--- src/rtl/chipkill_pkg.sv ---
// Package: GF(16) arithmetic and the fixed symbol-column set of the code.
// Assumes field polynomial x^4+x+1. The columns are points of an elliptic
// quadric in 3-dimensional projective space, so any three are independent.
package chipkill_pkg;
    localparam int SYM_W      = 4;
    localparam int DATA_SYMS  = 32;
    localparam int CHECK_SYMS = 4;
    localparam int NUM_SYMS   = DATA_SYMS + CHECK_SYMS;
    localparam int DATA_W     = DATA_SYMS * SYM_W;
    localparam int WORD_W     = NUM_SYMS * SYM_W;
    localparam int SYND_W     = CHECK_SYMS * SYM_W;
    localparam int IDX_W      = $clog2(NUM_SYMS);
    localparam logic [3:0] LAMBDA = 4'h8;

    // Multiply two field elements.
    function automatic logic [3:0] gf_mul(input logic [3:0] a, input logic [3:0] b);
        logic [3:0] acc;
        logic [3:0] x;
        acc = '0;
        x   = a;
        for (int i = 0; i < 4; i++) begin
            if (b[i]) acc = acc ^ x;
            x = {x[2:0], 1'b0} ^ (x[3] ? 4'h3 : 4'h0);
        end
        return acc;
    endfunction

    // Column of symbol j packed as {h3,h2,h1,h0}.
    function automatic logic [15:0] sym_col(input int unsigned j);
        logic [7:0] n;
        logic [3:0] a;
        logic [3:0] b;
        logic [3:0] f;
        if (j < DATA_SYMS) begin
            n = 8'(j + ((j < 14) ? 2 : 3));
            a = n[3:0];
            b = n[7:4];
            f = gf_mul(a, a) ^ gf_mul(a, b) ^ gf_mul(LAMBDA, gf_mul(b, b));
            return {b, a, f, 4'h1};
        end
        case (j)
            32:      return 16'h0010;
            33:      return 16'h0001;
            34:      return 16'h0111;
            default: return {4'h1, 4'h0, LAMBDA, 4'h1};
        endcase
    endfunction

    // Scale a column by a field element.
    function automatic logic [15:0] col_times(input logic [15:0] col, input logic [3:0] e);
        return {gf_mul(col[15:12], e), gf_mul(col[11:8], e),
                gf_mul(col[7:4], e), gf_mul(col[3:0], e)};
    endfunction

    // Full syndrome of a word, used by checks.
    function automatic logic [15:0] syndrome_of(input logic [WORD_W-1:0] w);
        logic [15:0] s;
        s = '0;
        for (int j = 0; j < NUM_SYMS; j++)
            s = s ^ col_times(sym_col(j), w[SYM_W*j +: SYM_W]);
        return s;
    endfunction
endpackage

--- src/rtl/ecc_syndrome.sv ---
// Module: ecc_syndrome
// Computes the 16-bit syndrome of a 144-bit word, one parallel product per
// symbol with constant columns. Purely combinational.
module ecc_syndrome
    import chipkill_pkg::*;
(
    input  logic [WORD_W-1:0] word,
    output logic [SYND_W-1:0] synd
);
    logic [SYND_W-1:0] part [NUM_SYMS];

    for (genvar j = 0; j < NUM_SYMS; j++) begin : g_sym
        assign part[j] = col_times(sym_col(j), word[SYM_W*j +: SYM_W]);
    end

    // XOR-reduce the per-symbol contributions.
    always_comb begin
        synd = '0;
        for (int j = 0; j < NUM_SYMS; j++) synd = synd ^ part[j];
    end
endmodule

--- src/rtl/ecc_locator.sv ---
// Module: ecc_locator
// Tries every symbol column against a nonzero syndrome in parallel and
// reports whether exactly one symbol explains it, plus its index and value.
// Assumes any three columns are independent (single hits are unique).
module ecc_locator
    import chipkill_pkg::*;
(
    input  logic [SYND_W-1:0] synd,
    output logic              single,
    output logic [IDX_W-1:0]  idx,
    output logic [SYM_W-1:0]  err_val
);
    logic [NUM_SYMS-1:0] hit;
    logic [SYM_W-1:0]    cand [NUM_SYMS];

    for (genvar j = 0; j < NUM_SYMS; j++) begin : g_try
        // Symbol 32 has a zero first component, so its value sits in S1.
        if (j == DATA_SYMS) begin : g_s1
            assign cand[j] = synd[7:4];
        end else begin : g_s0
            assign cand[j] = synd[3:0];
        end
        assign hit[j] = (cand[j] != '0) && (col_times(sym_col(j), cand[j]) == synd);
    end

    // Count hits and pick the matching symbol.
    always_comb begin
        int unsigned nhit;
        nhit    = 0;
        idx     = '0;
        err_val = '0;
        for (int j = 0; j < NUM_SYMS; j++) begin
            if (hit[j]) begin
                nhit    = nhit + 1;
                idx     = IDX_W'(j);
                err_val = cand[j];
            end
        end
        single = (nhit == 1);
    end
endmodule

--- src/rtl/ecc_pipe_reg.sv ---
// Module: ecc_pipe_reg
// One register stage with valid/ready on both sides. Payload holds while
// stalled; new data loads when the stage is empty or being drained.
module ecc_pipe_reg #(
    parameter int W = 8
) (
    input  logic         clk,
    input  logic         rst_n,
    input  logic         in_valid,
    output logic         in_ready,
    input  logic [W-1:0] in_data,
    output logic         out_valid,
    input  logic         out_ready,
    output logic [W-1:0] out_data
);
    assign in_ready = !out_valid || out_ready;

    // Load on accept, empty on drain, else hold.
    always_ff @(posedge clk) begin
        if (!rst_n) begin
            out_valid <= 1'b0;
            out_data  <= '0;
        end else if (in_ready) begin
            out_valid <= in_valid;
            if (in_valid) out_data <= in_data;
        end
    end

    a_r9_hold_when_stalled: assert property (@(posedge clk) disable iff (!rst_n)
        out_valid && !out_ready |=> out_valid && $stable(out_data));
    a_r8_ready_when_empty: assert property (@(posedge clk) disable iff (!rst_n)
        !out_valid |-> in_ready);
    a_r8_accept_shows_next: assert property (@(posedge clk) disable iff (!rst_n)
        in_valid && in_ready |=> out_valid && out_data == $past(in_data));
endmodule

--- src/rtl/ecc_encode.sv ---
// Module: ecc_encode
// Combinational encoder: data symbols' syndrome is folded into four check
// symbols solved for the check columns, giving a zero total syndrome.
module ecc_encode
    import chipkill_pkg::*;
(
    input  logic [DATA_W-1:0] data,
    output logic [WORD_W-1:0] word
);
    logic [SYND_W-1:0] s;
    logic [SYM_W-1:0]  p0, p1, p2, p3;

    ecc_syndrome i_synd (.word({{SYND_W{1'b0}}, data}), .synd(s));

    // Solve the triangular system of the check columns.
    always_comb begin
        p3   = s[15:12];
        p2   = s[11:8];
        p1   = s[3:0] ^ s[11:8] ^ s[15:12];
        p0   = s[7:4] ^ s[11:8] ^ gf_mul(LAMBDA, s[15:12]);
        word = {p3, p2, p1, p0, data};
    end
endmodule

--- src/rtl/ecc_decode.sv ---
// Module: ecc_decode
// Combinational decoder: syndrome, locate, repair a data symbol by XOR.
// Raw data passes when the word is clean or uncorrectable.
module ecc_decode
    import chipkill_pkg::*;
(
    input  logic [WORD_W-1:0] word,
    output logic [DATA_W-1:0] data,
    output logic              clean,
    output logic              corrected,
    output logic              uncorr,
    output logic [IDX_W-1:0]  sym_idx
);
    logic [SYND_W-1:0] synd;
    logic              single;
    logic [IDX_W-1:0]  loc_idx;
    logic [SYM_W-1:0]  err_val;

    ecc_syndrome i_synd (.word(word), .synd(synd));
    ecc_locator  i_loc  (.synd(synd), .single(single), .idx(loc_idx), .err_val(err_val));

    // Classify and apply the repair.
    always_comb begin
        data      = word[DATA_W-1:0];
        clean     = (synd == '0);
        corrected = !clean && single;
        uncorr    = !clean && !single;
        sym_idx   = corrected ? loc_idx : '0;
        if (corrected && loc_idx < IDX_W'(DATA_SYMS))
            data[{loc_idx[4:0], 2'b00} +: SYM_W] = word[{loc_idx[4:0], 2'b00} +: SYM_W] ^ err_val;
    end
endmodule

--- src/rtl/chipkill_codec.sv ---
// Module: chipkill_codec (top)
// Independent encode and decode paths, each a combinational stage followed
// by one handshake register. Synchronous active-low reset.
module chipkill_codec
    import chipkill_pkg::*;
(
    input  logic               clk,
    input  logic               rst_n,
    input  logic               enc_in_valid,
    output logic               enc_in_ready,
    input  logic [127:0]       enc_in_data,
    output logic               enc_out_valid,
    input  logic               enc_out_ready,
    output logic [143:0]       enc_out_word,
    input  logic               dec_in_valid,
    output logic               dec_in_ready,
    input  logic [143:0]       dec_in_word,
    output logic               dec_out_valid,
    input  logic               dec_out_ready,
    output logic [127:0]       dec_out_data,
    output logic               dec_out_clean,
    output logic               dec_out_corrected,
    output logic               dec_out_uncorr,
    output logic [5:0]         dec_out_sym_idx
);
    localparam int DEC_PW = DATA_W + 3 + IDX_W;

    logic [WORD_W-1:0] enc_word;
    logic [DATA_W-1:0] dec_data;
    logic              dec_clean, dec_corr, dec_unc;
    logic [IDX_W-1:0]  dec_idx;
    logic [DEC_PW-1:0] dec_pay;

    ecc_encode i_enc (.data(enc_in_data), .word(enc_word));

    ecc_pipe_reg #(.W(WORD_W)) i_enc_reg (
        .clk(clk), .rst_n(rst_n),
        .in_valid(enc_in_valid), .in_ready(enc_in_ready), .in_data(enc_word),
        .out_valid(enc_out_valid), .out_ready(enc_out_ready), .out_data(enc_out_word));

    ecc_decode i_dec (
        .word(dec_in_word), .data(dec_data), .clean(dec_clean),
        .corrected(dec_corr), .uncorr(dec_unc), .sym_idx(dec_idx));

    ecc_pipe_reg #(.W(DEC_PW)) i_dec_reg (
        .clk(clk), .rst_n(rst_n),
        .in_valid(dec_in_valid), .in_ready(dec_in_ready),
        .in_data({dec_clean, dec_corr, dec_unc, dec_idx, dec_data}),
        .out_valid(dec_out_valid), .out_ready(dec_out_ready), .out_data(dec_pay));

    assign {dec_out_clean, dec_out_corrected, dec_out_uncorr, dec_out_sym_idx, dec_out_data} = dec_pay;

    a_r2_enc_zero_syndrome: assert property (@(posedge clk) disable iff (!rst_n)
        enc_out_valid |-> syndrome_of(enc_out_word) == '0);
    a_r6_one_flag: assert property (@(posedge clk) disable iff (!rst_n)
        dec_out_valid |-> $onehot({dec_out_clean, dec_out_corrected, dec_out_uncorr}));
    a_r7_idx_range: assert property (@(posedge clk) disable iff (!rst_n)
        dec_out_valid && dec_out_corrected |-> dec_out_sym_idx < 6'(NUM_SYMS));
    a_r7_idx_zero: assert property (@(posedge clk) disable iff (!rst_n)
        dec_out_valid && !dec_out_corrected |-> dec_out_sym_idx == '0);
    a_r3_clean_raw: assert property (@(posedge clk) disable iff (!rst_n)
        dec_in_valid && dec_in_ready && syndrome_of(dec_in_word) == '0
        |=> dec_out_clean && dec_out_data == $past(dec_in_word[DATA_W-1:0]));
endmodule

--- config.mk ---
export PLATFORM = sky130hd
export DESIGN_NAME = chipkill_codec
export DESIGN_NICKNAME = d
export VERILOG_FILES = /design/src/rtl/chipkill_pkg.sv /design/src/rtl/ecc_syndrome.sv /design/src/rtl/ecc_locator.sv /design/src/rtl/ecc_pipe_reg.sv /design/src/rtl/ecc_encode.sv /design/src/rtl/ecc_decode.sv /design/src/rtl/chipkill_codec.sv
export SDC_FILE = /design/constraint.sdc
export NUM_CORES = 1
export LEC_CHECK = 0
export BUFFER_PORTS_ARGS = -buffer_cell sky130_fd_sc_hd__buf_4
export CAP_MARGIN = 20
export CELL_PAD_IN_SITES_DETAIL_PLACEMENT = 0
export CELL_PAD_IN_SITES_GLOBAL_PLACEMENT = 1
export CORE_MARGIN = 2
export CORE_UTILIZATION = 25
export CTS_BUF_LIST = sky130_fd_sc_hd__clkbuf_8
export DETAILED_ROUTE_END_ITERATION = 6
export GPL_ROUTABILITY_DRIVEN = 1
export PLACE_DENSITY = 0.6
export SKIP_LAST_GASP = 1
export SLEW_MARGIN = 20
export SYNTH_ARGS = -nofsm -noshare
export SYNTH_HDL_FRONTEND = slang
export SYNTH_HIERARCHICAL = 1
export SYNTH_SLANG_ARGS = --single-unit
--- constraint.sdc ---
create_clock -name clk -period 44.1 [get_ports clk]
set_clock_uncertainty 0.2 [all_clocks]
set_input_delay 8.82 -clock clk [delete_from_list [all_inputs] [get_ports clk]]
set_output_delay 8.82 -clock clk [all_outputs]
set_load 0.005 [all_outputs]
==> reports/metrics.yaml, run 1 <==
outcome: "finished clean"
ant_nets: 0
hpwl_mm: 113
syn2layout_area_growth_pct: 18.9
maxCapViolations: 0
cpMostUsedCell: "ha_1"
post-synth-top-area-cell: "dfxtp_1"
setup_tns_ns: 0
fin_crit_sh_pct: 82.7
route.detailed.drc: 0
cts.clk_slew.worst_paths_ns: 0.06
syn-cell-area_mm2: 0.0317
cts_tree: "yes"
track_usage_pct: 20.8
drive_above_1_share_pct: 22.3
cts_setup_buffers: 0
peakVddDrop_mv: 0.127
clkSinkCount: 283
io_buffer_count: 562
netlist.area_leader.share_pct: 17.9
finalHoldViolations: 0
coreArea_mm2: 0.126
r2r_cells: 5
synthArstFlopShare_pct: 0
final_util_pct: 30.0
synth_cell_types: 119
cp_max_fo: 22
ios: 563
grt_pass1_vias: 27500
dr.first_iter.drc_count: 2233
start_util_pct: 25.2
start_kind: "primary input"
grt_pass1_wl_mm: 200
end_kind: "flop"
synth-edff-count: 0
place.gp.congestion: 0.978
synthCells: 3704
clockRootBuffer: "clkbuf_8"
first_pass_iters: 7
crit_type: "primary input to flop"
clock_latency_ns: 0.73
power_density_mw_per_mm2: 85.7
finalSetupViolations: 0
min_path_type: "flop to flop"
cpPeakStageDelay_ns: 0.85
max_freq_mhz: 27.4
die_area_mm2: 0.130
synth_ff_type: "dfxtp_1"
num_rows: 130
worst_ep_required_time_ns: 44.57
rsz0062_at_grt: "no"
hold_depth: 2
synth-warning-count: 6
routed_wl_mm: 141
cts_max_level: 2
slew_headroom_pct: 23.8
cts_buffers: 58
gr-total-overflow: 0
synthTopCellsByArea: "dfxtp_1, xnor2_1, mux2i_1, nand2_1, xnor3_1"
slew_viol_final: 0
grt_antenna_before_repair: 13
p_leak_nw: 16.4
ys_seq_area_share_pct: 17.9
wl_per_cell_um: 24.3
viasPerCell: 4.86
final_net_count: 4394
postSynthAreaPerCell_um2: 8.57
worst_pin_slew_ns: 1.14
cts_resized: 0
synth-seq-cells: 283
postCtsHoldBufs: 0
die_h_um: 360
period_minus_slack_ns: 36.47
arrival_ns: 36.94
grt_max_degree: 171
vias: 28100
cts_buffer_depth: 3
cp_slowest_cell: "ha_1"
die_x_um: 360
-- cells in the mapped netlist (20+ instances only) --
library cell	count
a21oi_1	48
and2_1	23
and3_1	30
buf_2	38
buf_4	144
buf_6	23
clkbuf_1	83
dfxtp_1	283
ha_1	41
inv_1	42
mux2_2	33
mux2i_1	306
nand2_1	813
nand3_1	108
nand4_1	24
nor2_1	106
nor3_1	53
o21ai_0	81
o21ai_1	54
o21ai_2	32
or3_1	34
xnor2_1	555
xnor2_2	20
xnor3_1	120
xor2_1	211
-- final cells by class --
class / count / area (um2)
clock inverter: 32 / 304
clock buffer: 73 / 1000
multi-input combinational: 3082 / 23900
sequential: 283 / 5670
antenna: 11 / 27.5
timing repair buffer: 607 / 4560
inverter: 43 / 161
tap: 1650 / 2060
fill: 13500 / 88000
-- stage by stage --
stage	power [mW]	setup slack [ns]	hold WS (ns)	instance area, um2	cells
2_1_floorplan	2.12	9.64	0.251	31800	3720
3_3_place_gp	2.89	7.69	0.243	36400	5665
3_5_place_dp	2.88	7.07	0.246	36400	5665
4_1_cts	3.21	7.82	0.258	37700	5770
5_1_grt	3.41	5.67	0.276	37700	5779
6_report	3.23	7.63	0.256	37700	5781
-- where the power goes --
group / internal [mW] / total, mW / switching [mW] / leakage (nW)
Clock: 0.179 / 0.318 / 0.139 / 0.733
Combinational: 0.978 / 2.62 / 1.65 / 13.4
Sequential: 0.279 / 0.292 / 0.0134 / 2.33
Total: 1.44 / 3.23 / 1.80 / 16.4
-- critical path: cells and delay by family --
family / cells / cell delay (ns)
xor gates and xnor gates: 7 / 1.94
AOI/OAI and AO/OA: 30 / 5.49
buffers and inverters: 8 / 0.96
and+or+nand+nor: 37 / 6.13
muxes: 12 / 2.88
adders and majority gates: 35 / 10.64
-- registers in the layout, indices dropped and copies added (netlist names) --
register and flops:
i_enc_reg/out_valid 1, i_dec_reg/out_valid 1, i_enc_reg/out_data 144, i_dec_reg/out_data 137
-- placed cells by master, fill, tap and decap left out, types with 54 or more instances in the layout --
cell type  count
nor2_1       106
nand2_1      813
inv_1         61
buf_4        606
dfxtp_1      283
xor2_1       211
xnor3_1      120
o21ai_0       80
mux2i_1      306
clkbuf_8      73
xnor2_1      547
nand3_1      108
o21ai_1       54
-- per-layer routing --
metal  up-vias  GRT usage [%]  part of all wire (%)
met2      1056           33.8                    46
li1      13200              -                     -
met5         -              0                     0
met3       231           3.99                   7.2
met4         0           6.73                   3.2
met1     13600           27.6                    44
-- kinds of logic after synthesis --
family	after synthesis	share of synthesized area [%]
AO/OA/AOI/OAI	380	8.31
XOR/XNOR	942	33.1
adder cells (fa/ha/maj)	41	1.62
buffers and inverters	355	7.32
flip-flops	283	17.9
multiplexers	358	12.2
other	1	0.0118
AND/OR/NAND/NOR	1344	19.6
-- worst paths after layout --
check | startpoint | endpoint | slack, ns
worst max-delay path | dec_in_word[93] | i_dec_reg/out_data[29] | 7.63
worst min-delay path | i_enc_reg/out_data[123] | i_enc_reg/out_data[123] | 0.26
worst min register to register | i_enc_reg/out_data[123] | i_enc_reg/out_data[123] | 0.26
worst max register to register | i_dec_reg/out_valid | i_dec_reg/out_data[130] | 40.64
Note: power is estimated with default switching activity, not from simulation.
==> run 2: changes to the inputs <==
--- a/config.mk
+++ b/config.mk
@@ -14,7 +14,7 @@
 export CTS_BUF_LIST = sky130_fd_sc_hd__clkbuf_8
 export DETAILED_ROUTE_END_ITERATION = 6
 export GPL_ROUTABILITY_DRIVEN = 1
-export PLACE_DENSITY = 0.6
+export PLACE_DENSITY = 0.62
 export SKIP_LAST_GASP = 1
 export SLEW_MARGIN = 20
 export SYNTH_ARGS = -nofsm -noshare
==> constraint.sdc (replaced) <==
create_clock -name clk -period 30.3 [get_ports clk]
set_clock_uncertainty 0.2 [all_clocks]
set_input_delay 6.06 -clock clk [delete_from_list [all_inputs] [get_ports clk]]
set_output_delay 6.06 -clock clk [all_outputs]
set_load 0.005 [all_outputs]
==> run 2 against run 1 <==
Non-clock buffer count grew 449. Clock power grew 44%. Core utilization grew 3.9 points. Largest cell class unchanged. Critical path type unchanged. Global-route usage grew 0.58 points. Critical endpoint is now i_dec_reg/out_data[63]. Sequential share of layout area shrank 1.7 points.
==> reports/metrics.yaml, run 2 (synthesis results as in run 1) <==
cts_max_level: 2
worst_pin_slew_ns: 1.20
power_switching_mw: 2.78
gr-total-overflow: 0
crit_type: "primary input to flop"
arrival_ns: 29.91
cts_buffer_depth: 3
finalHoldViolations: 0
top_regs: "i_enc_reg/out_data (144), i_dec_reg/out_data (137)"
clockRootBuffer: "clkbuf_8"
finalSetupViolations: 0
viasPerCell: 4.79
dr.first_iter.drc_count: 2469
clock_latency_ns: 0.74
grt_antenna_before_repair: 15
cp_slowest_cell: "or4_4"
min_from: "i_dec_reg/out_data[4]"
worstHoldEndpoint: "i_dec_reg/out_data[4]"
pwr-share-comb_pct: 83.7
r2r-start: "i_enc_reg/out_valid"
worst_ep_required_time_ns: 30.77
clkSinkCount: 283
vias: 29800
syn2layout_area_growth_pct: 34.2
grt_pass1_wl_mm: 206
r2r_setup_slack_ns: 27.88
max_freq_mhz: 34.0
layout_commonest_cell: "buf_4"
slew_headroom_pct: 19.9
grt_pass1_vias: 29400
regToRegEndpoint: "i_enc_reg/out_data[83]"
track_usage_pct: 21.4
largest-register: "i_enc_reg/out_data"
hold_depth: 2
coreArea_mm2: 0.126
multiInputGateArea_mm2: 0.0253
start_kind: "primary input"
die_h_um: 360
hpwl_mm: 118
cp_max_fo: 7
period_minus_slack_ns: 29.44
peakVddDrop_mv: 0.225
place.gp.congestion: 0.995
die_area_mm2: 0.130
ff_latch_area_mm2: 0.00567
num_rows: 130
route.detailed.drc: 0
routed_wl_mm: 145
slew_viol_final: 0
final_net_count: 4844
grt_max_degree: 139
cts_buffers: 58
cpMostUsedCell: "ha_4"
largest_reg_flops: 144
final_cell_mix: "buf_4, nand2_1, xnor2_1"
p_seq_share_pct: 7.8
final_util_pct: 33.9
maxCapViolations: 0
fin_ws_ns: 0.860
r2r_cells: 4
start_util_pct: 25.2
p_int_mw: 2.65
io_buffer_count: 562
p_leak_nw: 19.0
power_density_mw_per_mm2: 128
fin_crit_sh_pct: 97.2
outcome: "finished clean"
cts_tree: "yes"
min_path_type: "flop to flop"
wl_per_cell_um: 23.2
drive_above_1_share_pct: 33.2
cts.clk_slew.worst_paths_ns: 0.07
first_pass_iters: 5
power_frac_clock_pct: 8.5
end_kind: "flop"
dp_slack_ns: -1.32
switching_share_pct: 51.1
setup_tns_ns: 0
cpPeakStageDelay_ns: 0.53
postCtsHoldBufs: 0
ios: 563
ant_nets: 0
fillers: 13300
die_x_um: 360
run 2: cell count changes in the layout (fill, tap and decap cells not counted), sizes merged:
cell    delta
inv        -5
diode      +5
clkbuf     -4
and2       +1
bufinv     +1
buf      +449
clkinv     +8
run 2: power by group through the flow:
stage	Combinational, mW	Clock (mW)	Sequential [mW]
finish	4.55	0.459	0.425
global route	4.83	0.488	0.428
CTS	4.33	0.473	0.425
detailed placement	4.27	0	0.432
global placement	4.26	0	0.432
floorplan	2.71	0	0.431
run 2: final cells by class:
| type | instances | share of cell area (%) |
|---|---|---|
| diodes | 16 | 0.0940 |
| clock buffers | 69 | 2.23 |
| clock inverters | 36 | 0.808 |
| inverters | 43 | 0.385 |
| multi-input cells | 3083 | 59.3 |
| flip-flops and latches | 283 | 13.3 |
| well taps | 1650 | 4.85 |
| repair buffers | 1056 | 19.0 |
run 2: how the worst max path moves through the flow:
stage                                 from                      to  slack (ns)  cells past startpoint
after global routing       dec_in_word[41]  i_dec_reg/out_data[60]       -0.20                    127
after CTS                 dec_in_word[101]  i_dec_reg/out_data[55]        0.03                    132
after global placement     dec_in_word[58]  i_dec_reg/out_data[33]       -0.99                    125
final                      dec_in_word[41]  i_dec_reg/out_data[63]        0.86                    127
after detailed placement   dec_in_word[58]  i_dec_reg/out_data[32]       -1.32                    126
after floorplan            dec_in_word[68]  i_dec_reg/out_data[52]       0.006                    131
run 2: routing by layer:
layer	share of wire (%)	global-route usage, %	vias up	wire (um)
met5	0	0	-	0
met4	3.5	7.91	0	5030
met3	7.6	4.53	223	10900
met2	46	34.2	1055	66100
met1	43	28.2	14500	62600
li1	-	-	14100	-
run 2: metrics by stage:
stage	std cells	cell area (um2)	hold slack, ns	power [mW]
after CTS	6195	41200	0.259	5.23
after global routing	6234	42600	0.272	5.75
after floorplan	3720	32000	0.251	3.14
after global placement	6083	39800	0.244	4.69
final	6236	42600	0.256	5.43
after detailed placement	6083	39800	0.246	4.70
run 2: worst max-delay path, delay by kind of cell:
family | cells | cell delay, ns
AO/OA/AOI/OAI | 30 | 4.18
XOR/XNOR | 7 | 2.16
adder cells (fa/ha/maj) | 34 | 8.68
buffers and inverters | 7 | 0.57
multiplexers | 12 | 2.89
AND/OR/NAND/NOR | 37 | 5.35
run 2: what timing repair did:
item	4_1_cts	5_1_grt
gates resized for setup	12	165
pin swaps	7	77
cloned	1	0
setup buffers	6	30
setup endpoints to repair	128	136
